### src/rtl/intr_agg_pkg.sv
package intr_agg_pkg;
  localparam int GEN_BITS = 5;
  localparam int BUS_BIT  = 5;
  localparam int EP_BASE  = 6;

  localparam logic [7:0] CMD_MODE_WR = 8'h20;
  localparam logic [7:0] CMD_CFG_WR  = 8'h22;
  localparam logic [7:0] CMD_EN_WR   = 8'h24;
  localparam logic [7:0] CMD_STAT_WR = 8'h26;
  localparam logic [7:0] CMD_MODE_RD = CMD_MODE_WR + 8'd1;
  localparam logic [7:0] CMD_CFG_RD  = CMD_CFG_WR + 8'd1;
  localparam logic [7:0] CMD_EN_RD   = CMD_EN_WR + 8'd1;
  localparam logic [7:0] CMD_STAT_RD = CMD_STAT_WR + 8'd1;

  localparam int CFG_POL   = 0;
  localparam int CFG_PULSE = 1;
  localparam int CFG_LATCH = 2;
  localparam logic [2:0] CFG_RESET = 3'b100;

  typedef struct packed {
    logic wrMode;
    logic wrCfg;
    logic wrEn;
    logic rdMode;
    logic rdCfg;
    logic rdEn;
    logic rdStat;
  } ctrl_strobes_t;
endpackage

### src/rtl/intr_agg_ctrl.sv
module intr_agg_ctrl
  import intr_agg_pkg::*;
#(
  parameter int NUM_EP   = 16,
  parameter int EP_IDX_W = $clog2(NUM_EP)
) (
  input  logic [7:0]          cmd,
  input  logic                wrStrobe,
  input  logic                rdStrobe,
  input  logic                epRdStrobe,
  input  logic [EP_IDX_W-1:0] epIndex,
  output ctrl_strobes_t       strobes,
  output logic [NUM_EP-1:0]   epClr
);
  always_comb begin
    strobes.wrMode = wrStrobe && (cmd == CMD_MODE_WR);
    strobes.wrCfg  = wrStrobe && (cmd == CMD_CFG_WR);
    strobes.wrEn   = wrStrobe && (cmd == CMD_EN_WR);
    strobes.rdMode = rdStrobe && (cmd == CMD_MODE_RD);
    strobes.rdCfg  = rdStrobe && (cmd == CMD_CFG_RD);
    strobes.rdEn   = rdStrobe && (cmd == CMD_EN_RD);
    strobes.rdStat = rdStrobe && (cmd == CMD_STAT_RD);
  end

  for (genvar g = 0; g < NUM_EP; g++) begin : gen_ep_clr
    assign epClr[g] = epRdStrobe && (epIndex == EP_IDX_W'(g));
  end
endmodule

### src/rtl/intr_agg_dp.sv
module intr_agg_dp
  import intr_agg_pkg::*;
#(
  parameter int NUM_EP       = 16,
  parameter int DATA_W       = 32,
  parameter int PULSE_CYCLES = 42,
  parameter int STAT_W       = EP_BASE + NUM_EP,
  parameter int CNT_W        = $clog2(PULSE_CYCLES + 1)
) (
  input  logic                clk,
  input  logic                rst_n,
  input  ctrl_strobes_t       strobes,
  input  logic [NUM_EP-1:0]   epClr,
  input  logic [DATA_W-1:0]   wrData,
  input  logic [GEN_BITS-1:0] genEvent,
  input  logic [NUM_EP-1:0]   epEvent,
  input  logic                busStatus,
  output logic [DATA_W-1:0]   rdData,
  output logic                intPin,
  output logic [STAT_W-1:0]   statQ,
  output logic                reqQ,
  output logic [CNT_W-1:0]    pulseCnt,
  output logic [2:0]          cfgQ,
  output logic                modeQ
);
  localparam logic [CNT_W-1:0] PULSE_LOAD = CNT_W'(PULSE_CYCLES);

  logic [STAT_W-1:0] enQ;
  logic [STAT_W-1:0] setVec, clrVec, statD, statView;
  logic              reqD, reqPrevQ, pinActive, pinLevel;

  always_comb begin
    setVec = '0;
    setVec[GEN_BITS-1:0] = genEvent;
    setVec[EP_BASE +: NUM_EP] = epEvent;
    clrVec = '0;
    clrVec[GEN_BITS-1:0] = {GEN_BITS{strobes.rdStat}};
    clrVec[EP_BASE +: NUM_EP] = epClr;
    statD = (statQ & ~clrVec) | setVec;
    statD[BUS_BIT] = 1'b0;
    statView = statQ;
    statView[BUS_BIT] = busStatus;
    reqD = modeQ && |(statView & enQ);
  end

  always_ff @(posedge clk) begin
    if (!rst_n) begin
      statQ <= '0;
      enQ   <= '0;
      modeQ <= 1'b0;
      cfgQ  <= CFG_RESET;
    end else begin
      statQ <= statD;
      if (strobes.wrEn)   enQ   <= wrData[STAT_W-1:0];
      if (strobes.wrMode) modeQ <= wrData[0];
      if (strobes.wrCfg)  cfgQ  <= wrData[2:0];
    end
  end

  always_ff @(posedge clk) begin
    if (!rst_n) begin
      reqQ     <= 1'b0;
      reqPrevQ <= 1'b0;
      pulseCnt <= '0;
    end else begin
      reqQ     <= reqD;
      reqPrevQ <= reqQ;
      if (pulseCnt != '0)
        pulseCnt <= pulseCnt - 1'b1;
      else if (reqQ && !reqPrevQ)
        pulseCnt <= PULSE_LOAD;
    end
  end

  always_comb begin
    pinActive = cfgQ[CFG_PULSE] ? (pulseCnt != '0) : reqQ;
    pinLevel  = cfgQ[CFG_POL] ? pinActive : !pinActive;
  end

  always_ff @(posedge clk) begin
    if (!rst_n)                intPin <= 1'b1;
    else if (cfgQ[CFG_LATCH])  intPin <= pinLevel;
  end

  always_comb begin
    rdData = '0;
    if (strobes.rdMode)      rdData = DATA_W'(modeQ);
    else if (strobes.rdCfg)  rdData = DATA_W'(cfgQ);
    else if (strobes.rdEn)   rdData = DATA_W'(enQ);
    else if (strobes.rdStat) rdData = DATA_W'(statView);
  end
endmodule

### src/rtl/intr_aggregator.sv
module intr_aggregator
  import intr_agg_pkg::*;
#(
  parameter int NUM_EP       = 16,
  parameter int DATA_W       = 32,
  parameter int PULSE_CYCLES = 42,
  parameter int EP_IDX_W     = $clog2(NUM_EP)
) (
  input  logic                clk,
  input  logic                rst_n,
  input  logic [7:0]          cmd,
  input  logic                wrStrobe,
  input  logic                rdStrobe,
  input  logic [DATA_W-1:0]   wrData,
  output logic [DATA_W-1:0]   rdData,
  input  logic [GEN_BITS-1:0] genEvent,
  input  logic [NUM_EP-1:0]   epEvent,
  input  logic                busStatus,
  input  logic                epRdStrobe,
  input  logic [EP_IDX_W-1:0] epIndex,
  output logic                intPin
);
  localparam int STAT_W = EP_BASE + NUM_EP;
  localparam int CNT_W  = $clog2(PULSE_CYCLES + 1);

  ctrl_strobes_t     strobes;
  logic [NUM_EP-1:0] epClr;
  logic [STAT_W-1:0] statQ;
  logic              reqQ;
  logic [CNT_W-1:0]  pulseCnt;
  logic [2:0]        cfgQ;
  logic              modeQ;

  intr_agg_ctrl #(.NUM_EP(NUM_EP), .EP_IDX_W(EP_IDX_W)) u_ctrl (
    .cmd(cmd), .wrStrobe(wrStrobe), .rdStrobe(rdStrobe),
    .epRdStrobe(epRdStrobe), .epIndex(epIndex),
    .strobes(strobes), .epClr(epClr)
  );

  intr_agg_dp #(.NUM_EP(NUM_EP), .DATA_W(DATA_W), .PULSE_CYCLES(PULSE_CYCLES),
                .STAT_W(STAT_W), .CNT_W(CNT_W)) u_dp (
    .clk(clk), .rst_n(rst_n), .strobes(strobes), .epClr(epClr),
    .wrData(wrData), .genEvent(genEvent), .epEvent(epEvent),
    .busStatus(busStatus), .rdData(rdData), .intPin(intPin),
    .statQ(statQ), .reqQ(reqQ), .pulseCnt(pulseCnt), .cfgQ(cfgQ), .modeQ(modeQ)
  );
endmodule

### config.mk
export PLATFORM = sky130hd
export DESIGN_NAME = intr_aggregator
export DESIGN_NICKNAME = d
export VERILOG_FILES = /design/src/rtl/intr_agg_pkg.sv /design/src/rtl/intr_agg_ctrl.sv /design/src/rtl/intr_agg_dp.sv /design/src/rtl/intr_aggregator.sv
export SDC_FILE = /design/constraint.sdc
export NUM_CORES = 1
export LEC_CHECK = 0
export CORE_MARGIN = 4
export CORE_UTILIZATION = 44
export CTS_CLUSTER_DIAMETER = 150
export DETAILED_ROUTE_END_ITERATION = 8
export PLACE_DENSITY = 0.81
export RECOVER_POWER = 25
export SLEW_MARGIN = 15
export SYNTH_ARGS = -nofsm -noshare
export SYNTH_HDL_FRONTEND = slang
export SYNTH_SLANG_ARGS = --single-unit
### constraint.sdc
create_clock -name clk -period 2.58 [get_ports clk]
set_clock_uncertainty 0.2 [all_clocks]
set_input_delay 0.387 -clock clk [delete_from_list [all_inputs] [get_ports clk]]
set_output_delay 0.387 -clock clk [all_outputs]
set_load 0.1 [all_outputs]
==> impl_metrics.csv <==
group,metric,value,unit
status,outcome,"finished, final reports clean",
grt,overflow,0,
routing,via_count,2604,
setup_path,slowest_delay,500,ps
setup_path,crit_start,"cmd[1]",
setup_path,cp-start-kind,"primary input",
power_and_ir_drop,ir_drop,0.3106,mV
floorplan,coreArea,0.005921,mm^2
routing,avgRoutedWirePerCell,17.07,um
routing,wl_met3,614,um
routing,top_layer_used,"met4",
final_layout,nets,470,
synthesis,synth-xor-area-share,0.006542,
timing,finalHoldViolations,0,
placement,place_congestion,0.7822,
grt,grt_pass1_vias,2515,
placement,numPortBuffers,83,
timing,fmax,0.3906,GHz
setup_path,reg2reg_to,"u_dp.pulseCnt[1]",
synthesis,synthDistinctLibCells,47,
clock_tree,htreeDepth,2,
hold_path,holdPathStages,2,
routing,viasPerCell,5.494,
synthesis,ys_async_sr_fraction,0,
timing,tightest_slew,1166,ps
power_and_ir_drop,finalPower,2.035,mW
setup_path,crit_required,1990,ps
power_and_ir_drop,p_clk_frac,0.292,
power_and_ir_drop,p_leak,1.664,nW
clock_tree,root_buffer,"clkbuf_8",
clock_tree,max-clock-path-buffers,2,
placement,post-place-ws,-126.4,ps
synthesis,synth_ff_type,"dfxtp_1",
setup_path,critPathKind,"in -> out",
setup_path,cp.arrival,1970,ps
setup_path,slowest_stage,"clkdlybuf4s50_1",
timing,setup_ws,19.74,ps
final_layout,antenna_cells,0,
setup_path,rrSetupSlack,880,ps
timing,setup_viol,0,
setup_path,rr_startpoint,"u_dp.pulseCnt[0]",
power_and_ir_drop,power_frac_comb,0.228,
grt,grt_first_pass_wirelength,12070,um
synthesis,synth_edf_count,0,
synthesis,avgSynthCellArea,8.693,um^2
synthesis,synthCells,308,
timing,max-slew-margin-rel,0.2262,
grt,grt_max_degree,58,
job,drv_cap,0,
timing,fin_crit,2560,ps
placement,placedCellCount,458,
hold_path,min-delay-path-class,"reg -> reg",
power_and_ir_drop,p_switching,605.8,uW
timing,final_max_slew_viol_count,0,
power_and_ir_drop,swShare,0.2977,
routing,wirelength,8090,um
floorplan,fp.dieW,86.01,um
routing,ant_nets,0,
synthesis,ys_warn_count,0,
power_and_ir_drop,p_int,1.429,mW
routing,drc,0,
placement,dpl.hpwl,5292,um
power_and_ir_drop,power_density,487.3,mW/mm^2
floorplan,die_area,0.007398,mm^2
synthesis,yosys_register_bits,56,
clock_tree,clkTransAtPathRegs,110,ps
final_layout,layout_common_cells,"56 x dfxtp_1, 51 x clkdlybuf4s50_1, 34 x nand2_1",
synthesis,synth_top_family_by_area,"compound AO/OA/AOI/OAI gates",
setup_path,r2r_cells,5,
final_layout,final_common_cell,"dfxtp_1",
synthesis,synth_compound_area_frac,0.2757,
grt,antenna_found_initial,0,
floorplan,die_h,86.01,um
clock_tree,cts_buffers,5,
final_layout,area_growth,55.93,%
floorplan,start_util,0.4522,
hold_path,min_to,"u_dp.enQ[13]",
setup_path,crit_chain,"clkdlybuf4s50_1 -> buf_4 -> nand2_1 -> nor2_4 -> clkbuf_16 -> a22o_2 -> buf_12",
clock_tree,postCtsHoldBufs,0,
grt,grt_usage,0.2038,
synthesis,syn_area,0.002678,mm^2
synthesis,yosysSeqAreaShare,0.4187,
clock_tree,clk_latency,310,ps
routing,drtIter0Drc,172,
routing,wl_met2,4105,um
routing,drtPass1Iterations,4,
final_layout,drive_above_1_share,0.1754,
hold_path,min_from,"u_dp.enQ[13]",
floorplan,num_io_pins,104,
synthesis,synth-adder-area-share,0.004673,
floorplan,fp-row-count,28,
synthesis,synth.area.mux_share,0.01355,
final_layout,fin_cells,474,
clock_tree,cts_tree,"yes",
synthesis,synth-simple-area-share,0.2150,
setup_path,cp_max_fo,7,
timing,fin_crit_sh,0.9923,
routing,drt-met1-wl,3296,um
clock_tree,clock-sinks,56,
setup_path,endpoint_kind,"primary output",
power_and_ir_drop,seq_power_share,0.480,
-- sequential cells by signal, indices dropped and copies added (netlist names) --
name           cells
u_dp.enQ          22
u_dp.modeQ         1
u_dp.cfgQ          3
u_dp.intPin        1
u_dp.reqQ          1
u_dp.reqPrevQ      1
u_dp.statQ        21
u_dp.pulseCnt      6
-- cell type report --
cell class                 count  area (um^2)
sequential                    56         1121
multi-input combinational    228         1506
timing repair buffer         101         1316
clock buffer                   5        68.82
inverter                       6        22.52
fill                         434         1745
clock inverter                 3        46.29
tap                           75        93.84
-- through the flow --
stage	TNS, ps	instance area, um^2	utilization	hold WS [ps]
2_1_floorplan	-756.8	2724	-	225.5
3_3_place_gp	-1075	3824	0.6458	266.6
3_5_place_dp	-1777	3824	0.6458	279.3
4_1_cts	-9.999	4074	0.6881	296.7
5_1_grt	-14.15	4175	0.7052	326.2
6_report	0	4175	0.7052	301.5
-- layer usage --
layer	track usage	up-vias
met3	0.04227	6
li1	-	1285
met4	0.06043	0
met2	0.3427	107
met5	0	-
met1	0.2623	1206
-- synthesized netlist by cell type, types with 2 or more instances --
library cell / instances / area (um^2)
dfxtp_1: 56 / 1121
nand2_1: 35 / 131.4
nand3_1: 29 / 145.1
o21ai_0: 28 / 140.1
a22o_1: 21 / 183.9
o21a_1: 21 / 157.7
a21oi_1: 12 / 60.06
nor2b_1: 12 / 75.07
buf_4: 10 / 75.07
clkbuf_1: 9 / 33.78
nand2b_1: 7 / 43.79
a22oi_1: 6 / 45.04
inv_1: 6 / 22.52
and3_1: 4 / 25.02
buf_1: 4 / 15.01
a21boi_0: 3 / 22.52
a221oi_1: 3 / 26.28
buf_2: 3 / 15.01
nand3b_1: 3 / 22.52
nor2_1: 3 / 11.26
o31a_1: 3 / 26.28
nor2_2: 2 / 12.51
o211a_1: 2 / 20.02
o311ai_0: 2 / 17.52
or2b_1: 2 / 15.01
-- critical path: cells and delay by family --
kind | cells | cell delay (ps)
AND/OR/NAND/NOR | 2 | 350
buffers and inverters | 4 | 1050
AO/OA/AOI/OAI | 1 | 180
-- how the worst max path moves through the flow --
stage	end	slack, ps	cells past startpoint
4_1_cts	rdData[7]	-3	8
3_3_place_gp	rdData[15]	-90	7
5_1_grt	rdData[4]	-10	7
2_1_floorplan	rdData[1]	-380	3
3_5_place_dp	rdData[15]	-130	7
6_report	rdData[4]	20	7
-- power groups by stage --
stage,clock (mW),combinational (mW),sequential [mW]
6_report,0.595,0.464,0.976
3_5_place_dp,0,0.460,0.994
3_3_place_gp,0,0.450,0.991
5_1_grt,0.637,0.519,0.988
4_1_cts,0.596,0.462,0.975
2_1_floorplan,0,0.320,0.981
-- cell families after synthesis --
logic type / after synthesis
AND/OR/NAND/NOR: 107
multiplexers: 2
other: 1
buffers and inverters: 33
adder cells (fa/ha/maj): 1
AO/OA/AOI/OAI: 106
flip-flops: 56
XOR/XNOR: 2
-- what timing repair did --
action | CTS | global route
gates resized for setup | 12 | 12
setup buffers | 2 | 0
cloned | 2 | 4
hold endpoints to repair | 0 | 0
endpoints found under the setup margin | 19 | 19
pin swaps | 6 | 6
No activity file was read; power rests on OpenSTA's default activity.
